`config.mk`:
```
export PLATFORM = sky130hd
export DESIGN_NAME = baud_gen_top
export DESIGN_NICKNAME = d
export VERILOG_FILES = /design/src/rtl/baud_pkg.sv /design/src/rtl/baud_div_latch.sv /design/src/rtl/baud_prescaler.sv /design/src/rtl/baud_divcnt.sv /design/src/rtl/baud_gen_top.sv
export SDC_FILE = /design/constraint.sdc
export NUM_CORES = 1
export LEC_CHECK = 0
export BUFFER_PORTS_ARGS = -buffer_cell sky130_fd_sc_hd__clkbuf_2
export CAP_MARGIN = 15
export CORE_ASPECT_RATIO = 0.6
export CORE_MARGIN = 2
export CORE_UTILIZATION = 53
export CTS_CLUSTER_SIZE = 28
export DETAILED_ROUTE_END_ITERATION = 12
export GPL_ROUTABILITY_DRIVEN = 0
export PLACE_DENSITY = 0.76
export SETUP_SLACK_MARGIN = 0.05
export SLEW_MARGIN = 20
export SYNTH_ARGS = -nofsm -noshare
export SYNTH_HDL_FRONTEND = slang
export SYNTH_SLANG_ARGS = --single-unit
```
`constraint.sdc`:
```
create_clock -name clk -period 2.27 [get_ports clk]
set_input_delay 0.681 -clock clk [delete_from_list [all_inputs] [get_ports clk]]
set_output_delay 0.681 -clock clk [all_outputs]
set_load 0.05 [all_outputs]
```
`src/rtl/baud_pkg.sv`:
```
package baud_pkg;
  localparam int unsigned BYTE_W_DEF = 8;
  localparam int unsigned PRE_RATIO_DEF = 4;
  localparam int unsigned DIV_W_DEF = 2 * BYTE_W_DEF;
endpackage

```
`src/rtl/baud_div_latch.sv`:
```
module baud_div_latch #(
  parameter int unsigned BYTE_W = baud_pkg::BYTE_W_DEF,
  localparam int unsigned DIV_W = 2 * BYTE_W
) (
  input  logic             clk,
  input  logic             rst,
  input  logic [BYTE_W-1:0] lo,
  input  logic [BYTE_W-1:0] hi,
  input  logic             load,
  output logic [DIV_W-1:0] div_q,
  output logic             reload_q
);
  always_ff @(posedge clk) begin
    if (rst) begin
      div_q    <= '0;
      reload_q <= 1'b0;
    end else begin
      reload_q <= load;
      if (load) div_q <= {hi, lo};
    end
  end
endmodule

```
`src/rtl/baud_prescaler.sv`:
```
module baud_prescaler #(
  parameter int unsigned RATIO = baud_pkg::PRE_RATIO_DEF,
  localparam int unsigned PH_W = (RATIO > 1) ? $clog2(RATIO) : 1
) (
  input  logic clk,
  input  logic rst,
  input  logic sel,
  output logic sel_q,
  output logic step_en
);
  logic [PH_W-1:0] phase;

  always_ff @(posedge clk) begin
    if (rst) begin
      sel_q <= 1'b0;
      phase <= '0;
    end else begin
      sel_q <= sel;
      if (sel != sel_q) phase <= '0;           // restart phase on mode change
      else if (sel_q) begin
        if (phase == PH_W'(RATIO - 1)) phase <= '0;
        else phase <= phase + PH_W'(1);
      end
    end
  end

  generate
    if (RATIO > 1) begin : g_div
      assign step_en = sel_q ? (phase == PH_W'(RATIO - 1)) : 1'b1;
    end else begin : g_pass
      assign step_en = 1'b1;
    end
  endgenerate
endmodule

```
`src/rtl/baud_divcnt.sv`:
```
module baud_divcnt #(
  parameter int unsigned DIV_W = baud_pkg::DIV_W_DEF
) (
  input  logic             clk,
  input  logic             rst,
  input  logic             step_en,
  input  logic [DIV_W-1:0] div,
  input  logic             reload,
  output logic             tick
);
  logic [DIV_W-1:0] cnt;
  logic             at_end;

  assign at_end = (cnt == div - DIV_W'(1));

  always_ff @(posedge clk) begin
    if (rst) begin
      cnt  <= '0;
      tick <= 1'b0;
    end else begin
      tick <= 1'b0;
      if (reload || div == '0) begin
        cnt <= '0;
      end else if (step_en) begin
        if (at_end) begin
          cnt  <= '0;
          tick <= 1'b1;
        end else begin
          cnt <= cnt + DIV_W'(1);
        end
      end
    end
  end
endmodule

```
`src/rtl/baud_gen_top.sv`:
```
module baud_gen_top #(
  parameter int unsigned BYTE_W    = baud_pkg::BYTE_W_DEF,
  parameter int unsigned PRE_RATIO = baud_pkg::PRE_RATIO_DEF,
  localparam int unsigned DIV_W    = 2 * BYTE_W
) (
  input  logic              clk,
  input  logic              rst,
  input  logic [BYTE_W-1:0] div_lo,
  input  logic [BYTE_W-1:0] div_hi,
  input  logic              div_load,
  input  logic              presc_en,
  output logic              tick
);
  logic [DIV_W-1:0] div_q;
  logic             reload_q;
  logic             presc_q;
  logic             step_en;

  baud_div_latch #(.BYTE_W(BYTE_W)) u_latch (
    .clk(clk), .rst(rst), .lo(div_lo), .hi(div_hi), .load(div_load),
    .div_q(div_q), .reload_q(reload_q)
  );

  baud_prescaler #(.RATIO(PRE_RATIO)) u_pre (
    .clk(clk), .rst(rst), .sel(presc_en), .sel_q(presc_q), .step_en(step_en)
  );

  baud_divcnt #(.DIV_W(DIV_W)) u_cnt (
    .clk(clk), .rst(rst), .step_en(step_en), .div(div_q),
    .reload(reload_q), .tick(tick)
  );
endmodule

```
======== Word-level counts from Yosys, hierarchy flattened ========
Index checks and enable logic that the tools add are counted.
W data, S select, Z words.
operators by class
  shifts and indexed selects .............. 0
  multiply operators ...................... 0
  div/mod/pow operators ................... 0
  $lt $le $gt $ge ......................... 0
  bitwise operators ....................... 1
  mux-type cells .......................... 4
  reductions and logical operators ........ 5
  add/subtract/negate cells ............... 3
  equal/unequal tests ..................... 3
operators with widths
  cell                     count
  $add A16 B1 Y16 const B  1
  $eq A16 B16 Y1           1
  $logic_not A16 Y1        1
  $mux W16                 1
  $sub A16 B1 Y16 const B  1
  $reduce_or A2 Y1         2
  $reduce_or A3 Y1         1
  $add A2 B1 Y2 const B    1
  $eq A2 B2 Y1 const B     1
  $mux W1                  2
  $mux W2                  1
  $logic_or A1 B1 Y1       1
  $ne A1 B1 Y1             1
  $not A1 Y1               1
storage, ports and cells
  bits in registers ....................... 37
  latch bits .............................. 0
  logic and storage cells ................. 22
  RAM bits ................................ 0
  memories kept ........................... 0
  ROM bits ................................ 0

======== Logic depth before layout (Yosys ltp) ========
Gate-level depths: netlist (run 1).
  depth after elaboration ................. 4
  gate-level depth with buffers ........... 11
  depth with buffers taken out ............ 9

======== By module ========
From an unflattened synthesis (run 1), not the netlist that was laid out.
unflattened totals
  cell total of the unflattened synthesis .. 245
  area total of the unflattened synthesis .. 2132.0 sq um
by module, submodules not included
  module          area each (sq um)  seq. area each (sq um)  times used  cells each
  baud_divcnt     1393.8             340.3                   1           179
  baud_div_latch  608.1              340.3                   1           54
  baud_prescaler  130.1              60.1                    1           12

======== Least setup slack after synthesis (run 1) ========
OpenSTA, ideal clock, no wires.
  kind .................................... reg-to-reg
  from .................................... register u_latch.div_q[0]
  to ...................................... register u_cnt.cnt[10]
  data required time ...................... 2155 ps
  slack ................................... -164 ps
  path buffers ............................ 2
  arrival ................................. 2319 ps
  clock period less this slack ............ 2434 ps
  cell stages (with the launch flop) ...... 12
  cells stage by stage .................... dfxtp_1 > inv_1 > ha_1 > buf_2 > nor2b_1 > or3_1 > a32o_1 > nor4_4 > nand4_4 > o21bai_4 > buf_8 > nor2_2
on the way
  word-level cells in the longest chain between the ends .. 3
  elaborated cells on any way between the ends .. 6
  those cells by class .................... add/sub (1); eq/ne (1); mux (1); reduce/logical (3)
RTL lines
  item                                                  line                                  text
  start: declaration                                    baud_div_latch.sv:10                  output logic [DIV_W-1:0] div_q,
  start signal: assignment                              baud_div_latch.sv:19                  if (load) div_q <= {hi, lo};
  $sub A16 B1 Y16 or $logic_not A16 Y1 (tied branches)  baud_divcnt.sv:14, baud_divcnt.sv:22
  $eq A16 B16 Y1 or $logic_or A1 B1 Y1 (tied branches)  baud_divcnt.sv:14, baud_divcnt.sv:22
  $mux W16 or $reduce_or A2 Y1 (tied branches)          -
  end signal: assignment                                baud_divcnt.sv:29                     cnt <= cnt + DIV_W'(1);
  end: declaration                                      baud_divcnt.sv:11                     logic [DIV_W-1:0] cnt;
Parallel ways exist; a longest one is shown, timed or not.
A chain may end at the register's enable or synchronous reset.

======== Final worst setup path (run 1) ========
  from .................................... register u_latch.div_q[2]
  to ...................................... register u_cnt.cnt[11]
Same word-level chain as after synthesis.

==> impl_metrics.ini, run 1 <==
[run_status]
status = complete, no violations

[sta]
finalHoldViolCount = 0
period_share = 0.965
tightestPinTransition_ns = 0.589
setup_viol_count_final = 0
grt_setup_unrepaired = yes
max_slew_margin = 0.606
clock.fmax_mhz = 457
period_minus_slack_ns = 2.19
maxSlewViolCount = 0
timing.clock.skew_ns = 0.00275
totalNegativeSetupSlack_ns = 0

[clock_tree]
holdBufCountCts = 0
cts-buffers-inserted = 5
cts_tree = yes
clk_pin_slew_ns = 0.07
clock_latency_ns = 0.29
clock-root-buffer = sky130_fd_sc_hd__clkbuf_8
cts_buffer_depth = 2
htree_num_levels = 2
cts.sinks = 37

[logic_synthesis]
synth.most_common_cell = sky130_fd_sc_hd__dfxtp_1
synth_area_per_cell_um2 = 8.75
synth_largest_area_cell = sky130_fd_sc_hd__dfxtp_1
synth.area.top_cells = sky130_fd_sc_hd__dfxtp_1, sky130_fd_sc_hd__xor2_1, sky130_fd_sc_hd__mux2i_1, sky130_fd_sc_hd__nor2_1, sky130_fd_sc_hd__xnor2_1
main_combinational_cell_family_by_area_after_synthesis = simple AND/OR/NAND/NOR gates
edff_count_synth = 0
share_of_synthesized_area_spent_on_multiplexers = 0.0879
synth_compound_gate_area_share = 0.0618
synth-seq-cells = 37
synth_fp_nets = 259
syn-instance-count = 236
yosysWarnings = 0
post_synth_most_frequent_cells = sky130_fd_sc_hd__dfxtp_1, sky130_fd_sc_hd__nor2_1, sky130_fd_sc_hd__xor2_1, sky130_fd_sc_hd__mux2i_1, sky130_fd_sc_hd__nand2_1
ys_types = 38
synth_fa_ha_area_frac = 0.0182
synthFlopType = sky130_fd_sc_hd__dfxtp_1
synth_simple_gate_area_frac = 0.300
netlist_area_mm2 = 0.00206
ys_seq_area_frac = 0.359
xor_and_xnor_area_share_after_synthesis = 0.140
postSynth.asyncResetShare = 0
synth.top_cell.area_share = 0.359

[flow_run]
timing.max_cap.violations = 0

[power_and_ir_drop]
leakage_nw = 1.02
cellPowerDensity_mw_per_mm2 = 590
peakVddDrop_v = 0.000443

[finish]
finalNonFillerCells = 314
final_nets = 289
multiInputGateArea_mm2 = 0.00132
fill_cells = 313
sequential_cell_area_um2 = 747
antenna_cells_inserted = 0
layout-drive-gt1-share = 0.262
areaGrowthSynthToFinish_pct = 20.4

[floorplan]
core_area_mm2 = 0.00370
start_util = 0.558
floorplan.die.height_um = 52.3
die_area_mm2 = 0.00443
placementRows = 17
io_pins = 21
die_width_um = 84.6

[grt]
vias_in_the_first_global_route = 1447
grt_pass1_wl_mm = 6.89
maximum_number_of_pins_on_one_net_before_global_route_repair = 21
grt_use_total = 0.204
grt_antenna_before_repair = 0
sum_of_overflow_across_all_layers_after_global_routing = 0

[drt]
drt_first_iter_violations = 81
antenna_left = 0
via_per_inst = 5.34
drcViolationCount = 0
overall_routed_net_length_mm = 4.20
routedWlPerCell_um = 13.4
routed-via-count = 1678
dr.pass1.iters = 4

[critical_path]
critPathMaxFanout = 8
worstPathArrival_ns = 2.38
critical_path_class = reg2reg
crit_path_end_kind = flop
timing.critical_path.from_type = flop
worst-endpoint-required_ns = 2.46

[hold_path]
classification_of_the_worst_slack_hold_path = reg2reg

[place]
hpwlAfterDp_mm = 3.14
post-place-cells = 303
port-buffer-count = 20
==> report_power, final <==
| part | total (mW) | switching (mW) | internal [mW] |
|---|---|---|---|
| registers | 0.700 | 0.0284 | 0.672 |
| clock network | 0.503 | 0.228 | 0.274 |
| logic | 0.263 | 0.131 | 0.132 |
==> timing repair <==
item                                    4_1_cts  5_1_grt
endpoints found under the setup margin        0       16
hold endpoints to repair                      0        0
gates resized for setup                       0       18
buffers inserted                              0        2
==> sequential cells by signal, indices dropped and copies added (netlist names) <==
| name | cells |
|---|---|
| u_latch.div_q | 16 |
| u_cnt.cnt | 16 |
| u_pre.sel_q | 1 |
| u_pre.phase | 2 |
| u_cnt.tick | 1 |
| u_latch.reload_q | 1 |
==> metal layers <==
layer | routed length, µm | global-route usage | vias up | part of all wire
li1 | - | - | 877 | -
met1 | 2450 | 0.309 | 762 | 0.58
met2 | 1530 | 0.262 | 32 | 0.36
met3 | 162 | 0.0551 | 7 | 0.039
met4 | 60 | 0.0847 | 0 | 0.014
met5 | 0 | 0 | - | 0
==> cell families (layout without fill, tap and decap cells) <==
kind of cell,after synthesis,in the layout
AND/OR/NAND/NOR,111,111
flip-flops,37,37
XOR/XNOR,33,33
AO/OA/AOI/OAI,19,19
multiplexers,18,18
buffers and inverters,15,46
adder cells (fa/ha/maj),3,3
==> critical path, stage by stage (launching register included) <==
cell,delay (ns)
sky130_fd_sc_hd__dfxtp_1,0.52
sky130_fd_sc_hd__nor4_4,0.09
sky130_fd_sc_hd__and4_1,0.20
sky130_fd_sc_hd__or3_1,0.37
sky130_fd_sc_hd__a22oi_1,0.30
sky130_fd_sc_hd__nand4_4,0.15
sky130_fd_sc_hd__o21bai_4,0.24
sky130_fd_sc_hd__clkbuf_16,0.19
sky130_fd_sc_hd__nor2_2,0.04
==> worst paths after layout <==
path / cells past startpoint / start / slack (ns) / end
setup reg to reg: 8 / u_latch.div_q[2]$_SDFFE_PP0P_ / 0.08 / u_cnt.cnt[11]$_SDFFE_PP0N_
setup / recovery: 8 / u_latch.div_q[2]$_SDFFE_PP0P_ / 0.08 / u_cnt.cnt[11]$_SDFFE_PP0N_
hold / removal: 2 / u_pre.phase[1]$_SDFFE_PP0P_ / 0.48 / u_pre.phase[1]$_SDFFE_PP0P_
hold reg to reg: 2 / u_pre.phase[1]$_SDFFE_PP0P_ / 0.48 / u_pre.phase[1]$_SDFFE_PP0P_
==> stage by stage <==
step	total power, mW	utilization	area [µm²]	setup slack, ns	hold WS [ns]
global placement	0.946	0.614	2270	0.101	0.458
floorplan	0.882	-	2080	0.0528	0.440
CTS	1.45	0.642	2370	0.0741	0.471
global route	1.53	0.671	2480	-0.000772	0.522
detailed placement	0.949	0.614	2270	0.0833	0.461
finish	1.47	0.671	2480	0.0798	0.478
==> layout by cell type, fill, tap and decap left out, types with 2 or more instances in the layout <==
cell type                  count
sky130_fd_sc_hd__dfxtp_1      34
sky130_fd_sc_hd__nor2_1       31
sky130_fd_sc_hd__xor2_1       21
sky130_fd_sc_hd__clkbuf_2     20
sky130_fd_sc_hd__mux2i_1      17
sky130_fd_sc_hd__nand2_1      14
sky130_fd_sc_hd__buf_4        13
sky130_fd_sc_hd__xnor2_1      11
sky130_fd_sc_hd__nand3_1      11
sky130_fd_sc_hd__nand4_1       7
sky130_fd_sc_hd__nor2_2        7
sky130_fd_sc_hd__clkbuf_8      7
sky130_fd_sc_hd__nor2b_1       6
sky130_fd_sc_hd__a21oi_1       6
sky130_fd_sc_hd__nor2_4        6
sky130_fd_sc_hd__nand4b_1      5
sky130_fd_sc_hd__o21ai_0       5
sky130_fd_sc_hd__nor3_1        5
sky130_fd_sc_hd__and3_1        3
sky130_fd_sc_hd__nand2b_1      3
sky130_fd_sc_hd__nor4_4        2
sky130_fd_sc_hd__a31oi_1       2
sky130_fd_sc_hd__or3_1         2
sky130_fd_sc_hd__o211ai_1      2
sky130_fd_sc_hd__nand3b_1      2
sky130_fd_sc_hd__ha_1          2
sky130_fd_sc_hd__dfxtp_2       2
==> cell type report <==
class	instances	share of cell area
inverters	3	0.00554
repair buffers	35	0.0977
multi-input cells	184	0.532
flip-flops and latches	37	0.301
well taps	47	0.0237
clock buffers	7	0.0388
clock inverters	1	0.00201
Note: power is estimated with default switching activity, not from simulation.
==> run 2: changes to the inputs <==
--- a/config.mk
+++ b/config.mk
@@ -5,11 +5,12 @@
 export SDC_FILE = /design/constraint.sdc
 export NUM_CORES = 1
 export LEC_CHECK = 0
+export ABC_AREA = 1
 export BUFFER_PORTS_ARGS = -buffer_cell sky130_fd_sc_hd__clkbuf_2
 export CAP_MARGIN = 15
 export CORE_ASPECT_RATIO = 0.6
 export CORE_MARGIN = 2
-export CORE_UTILIZATION = 53
+export CORE_UTILIZATION = 54
 export CTS_CLUSTER_SIZE = 28
 export DETAILED_ROUTE_END_ITERATION = 12
 export GPL_ROUTABILITY_DRIVEN = 0
==> run 2 against run 1 <==
Net effect:
- count of clock-buffer cells in the layout did not move
- global-route usage is 2.0 points higher
- synthesized cell count is 58% higher
- critical path type unchanged
- critical endpoint is now u_cnt.cnt[0]$_SDFFE_PP0N_
==> impl_metrics.ini, run 2 <==
[logic_synthesis]
postSynth.asyncResetShare = 0
synth_largest_area_cell = sky130_fd_sc_hd__dfxtp_1
synth.area.top_cells = sky130_fd_sc_hd__dfxtp_1, sky130_fd_sc_hd__nand2_1, sky130_fd_sc_hd__inv_1, sky130_fd_sc_hd__nor2_1, sky130_fd_sc_hd__xor2_1
main_combinational_cell_family_by_area_after_synthesis = simple AND/OR/NAND/NOR gates
synth.top_cell.area_share = 0.310
synth_area_per_cell_um2 = 6.41
ys_types = 28
post_synth_most_frequent_cells = sky130_fd_sc_hd__nand2_1, sky130_fd_sc_hd__inv_1, sky130_fd_sc_hd__nor2_1, sky130_fd_sc_hd__dfxtp_1
synth_compound_gate_area_share = 0.106
synth_fa_ha_area_frac = 0.0157
synth_fp_nets = 396
yosysWarnings = 0
syn-instance-count = 373
netlist_area_mm2 = 0.00239
edff_count_synth = 0
synth.most_common_cell = sky130_fd_sc_hd__nand2_1
synth_simple_gate_area_frac = 0.387
synthFlopType = sky130_fd_sc_hd__dfxtp_1
synth-seq-cells = 37
xor_and_xnor_area_share_after_synthesis = 0.0769
ys_seq_area_frac = 0.310
share_of_synthesized_area_spent_on_multiplexers = 0

[finish]
finalNonFillerCells = 459
antenna_cells_inserted = 0
reg.largest.list = u_cnt.cnt x16, u_latch.div_q x16, u_pre.phase x2
fill_cells = 420
areaGrowthSynthToFinish_pct = 12.2
mostFrequentLayoutCell = sky130_fd_sc_hd__nand2_1
sequential_cell_area_um2 = 741
layout-drive-gt1-share = 0.158
final_nets = 422
multiInputGateArea_mm2 = 0.00144
layout.cells.most_common_list = sky130_fd_sc_hd__nand2_1, sky130_fd_sc_hd__inv_1, sky130_fd_sc_hd__nor2_1, sky130_fd_sc_hd__dfxtp_1

[hold_path]
classification_of_the_worst_slack_hold_path = reg2reg
worst_hold_path.endpoint = u_pre.phase[1]$_SDFFE_PP0P_
hold_path_depth = 2
worstHoldStart = u_pre.sel_q$_SDFF_PP0_

[critical_path]
rrSetupSlack_ns = 0.21
path_common_cell = sky130_fd_sc_hd__nand2_1
crit_path_end_kind = flop
r2r.worst_path.cells = 16
worst-endpoint-required_ns = 2.46
cpPeakStageDelay_ns = 0.33
timing.critical_path.from_type = flop
r2r_end = u_cnt.cnt[0]$_SDFFE_PP0N_
r2r_start = u_latch.div_q[0]$_SDFFE_PP0P_
worstPathCellList = inv_1 > ha_1 > inv_1 > nand2_1 > nand2_1 > nand2_1 > nand2_1 > nand2_1 > nor2_1 > nand2_1 > nor2_1 > nand2_1 > nor2_2 > nand3_4 > nand2_8 > nor2_1
worstPathArrival_ns = 2.25
critical_path_class = reg2reg
critPathMaxFanout = 7
critical-path-slowest-cell = sky130_fd_sc_hd__dfxtp_1

[power_and_ir_drop]
peakVddDrop_v = 0.000288
cellPowerDensity_mw_per_mm2 = 557
leakage_nw = 1.19

[drt]
routed.top_layer = met4
via_per_inst = 5.00
met1_length_mm = 2.80
routed-wl-met3_um = 382
antenna_left = 0
overall_routed_net_length_mm = 5.47
drcViolationCount = 0
dr.pass1.iters = 5
drt_first_iter_violations = 128
met2RoutedLength_mm = 2.21
routed-via-count = 2296
routedWlPerCell_um = 11.9

[clock_tree]
clk_pin_slew_ns = 0.07
clock-root-buffer = sky130_fd_sc_hd__clkbuf_8
htree_num_levels = 2
cts-buffers-inserted = 5
cts.sinks = 37
cts_buffer_depth = 2
cts_tree = yes
holdBufCountCts = 0
clock_latency_ns = 0.29

[run_status]
status = complete, no violations

[floorplan]
die_width_um = 89.9
floorplan.die.height_um = 55.5
start_util = 0.571
core_area_mm2 = 0.00419
io_pins = 21
placementRows = 18
die_area_mm2 = 0.00499

[grt]
vias_in_the_first_global_route = 1963
grt_use_total = 0.224
grt_pass1_wl_mm = 8.93
sum_of_overflow_across_all_layers_after_global_routing = 0
grt_antenna_before_repair = 0
maximum_number_of_pins_on_one_net_before_global_route_repair = 27

[sta]
max_slew_margin = 0.717
period_minus_slack_ns = 2.06
maxSlewViolCount = 0
clock.fmax_mhz = 485
tightestPinTransition_ns = 0.421
timing.clock.skew_ns = 0.00442
period_share = 0.909
setup_viol_count_final = 0
finalHoldViolCount = 0
totalNegativeSetupSlack_ns = 0
grt_setup_unrepaired = no

[flow_run]
timing.max_cap.violations = 0

[place]
port-buffer-count = 20
post-place-cells = 451
hpwlAfterDp_mm = 4.32
==> run 2: changes by cell type after synthesis, sizes merged, moves of 17 or more <==
cell   before  now
mux2i      17    0
nand2      14   88
o21ai       5   27
nor2       44   69
nand3      11   28
inv         2   56
==> run 2: per-stage QoR <==
stage	setup slack, ns	util	cell area [µm²]	hold WS (ns)	power (mW)
3_5_place_dp	0.201	0.611	2560	0.455	1.03
2_1_floorplan	0.452	-	2390	0.436	0.955
3_3_place_gp	0.250	0.611	2560	0.455	1.03
5_1_grt	0.0508	0.640	2680	0.493	1.57
4_1_cts	0.191	0.631	2640	0.468	1.49
6_report	0.207	0.640	2680	0.460	1.50
==> run 2: how the worst max path moves through the flow <==
stage / to / slack (ns) / from
after global routing: u_cnt.cnt[4]$_SDFFE_PP0N_ / 0.05 / u_latch.div_q[1]$_SDFFE_PP0P_
after CTS: u_cnt.cnt[0]$_SDFFE_PP0N_ / 0.19 / u_latch.div_q[0]$_SDFFE_PP0P_
after floorplan: u_cnt.cnt[9]$_SDFFE_PP0N_ / 0.45 / u_latch.div_q[0]$_SDFFE_PP0P_
after detailed placement: u_cnt.cnt[0]$_SDFFE_PP0N_ / 0.20 / u_latch.div_q[0]$_SDFFE_PP0P_
after global placement: u_cnt.cnt[3]$_SDFFE_PP0N_ / 0.25 / u_latch.div_q[0]$_SDFFE_PP0P_
final: u_cnt.cnt[0]$_SDFFE_PP0N_ / 0.21 / u_latch.div_q[0]$_SDFFE_PP0P_
==> run 2: area by class of cell <==
type | count | share of cell area
Timing Repair Buffer | 24 | 0.0485
Multi-Input combinational cell | 275 | 0.537
Sequential cell | 37 | 0.276
Clock buffer | 7 | 0.0322
Tap cell | 60 | 0.0280
Inverter | 56 | 0.0784
==> run 2: kinds of logic (layout without fill, tap and decap cells) <==
logic type      Yosys count  count (layout)
simple gates            201             202
compound gates           49              49
fa+ha+maj                 3               3
buf+inv                  62              87
xor+xnor                 21              21
flops                    37              37
==> run 2: worst max-delay path, delay by kind of cell (launching register included) <==
family / cells / cell delay (ns)
buffers and inverters: 2 / 0.15
DFF: 1 / 0.33
adders and majority gates: 1 / 0.26
and+or+nand+nor: 13 / 1.22
==> run 2: report_power, final <==
part / switching, mW / leakage [nW] / internal [mW] / total, mW
sequential: 0.0326 / 0.303 / 0.676 / 0.708
combinational: 0.207 / 0.844 / 0.116 / 0.322
clock: 0.224 / 0.0443 / 0.241 / 0.465
total: 0.463 / 1.19 / 1.03 / 1.50
==> run 2: layer usage <==
layer / GRT usage / vias up
met3: 0.0532 / 8
li1: - / 1224
met2: 0.321 / 49
met1: 0.329 / 1015
met4: 0.0725 / 0
met5: 0 / -
==> run 2: what timing repair did <==
item                       CTS  global route
resized for setup            0             4
setup endpoints to repair    0            14
setup buffers                0             0
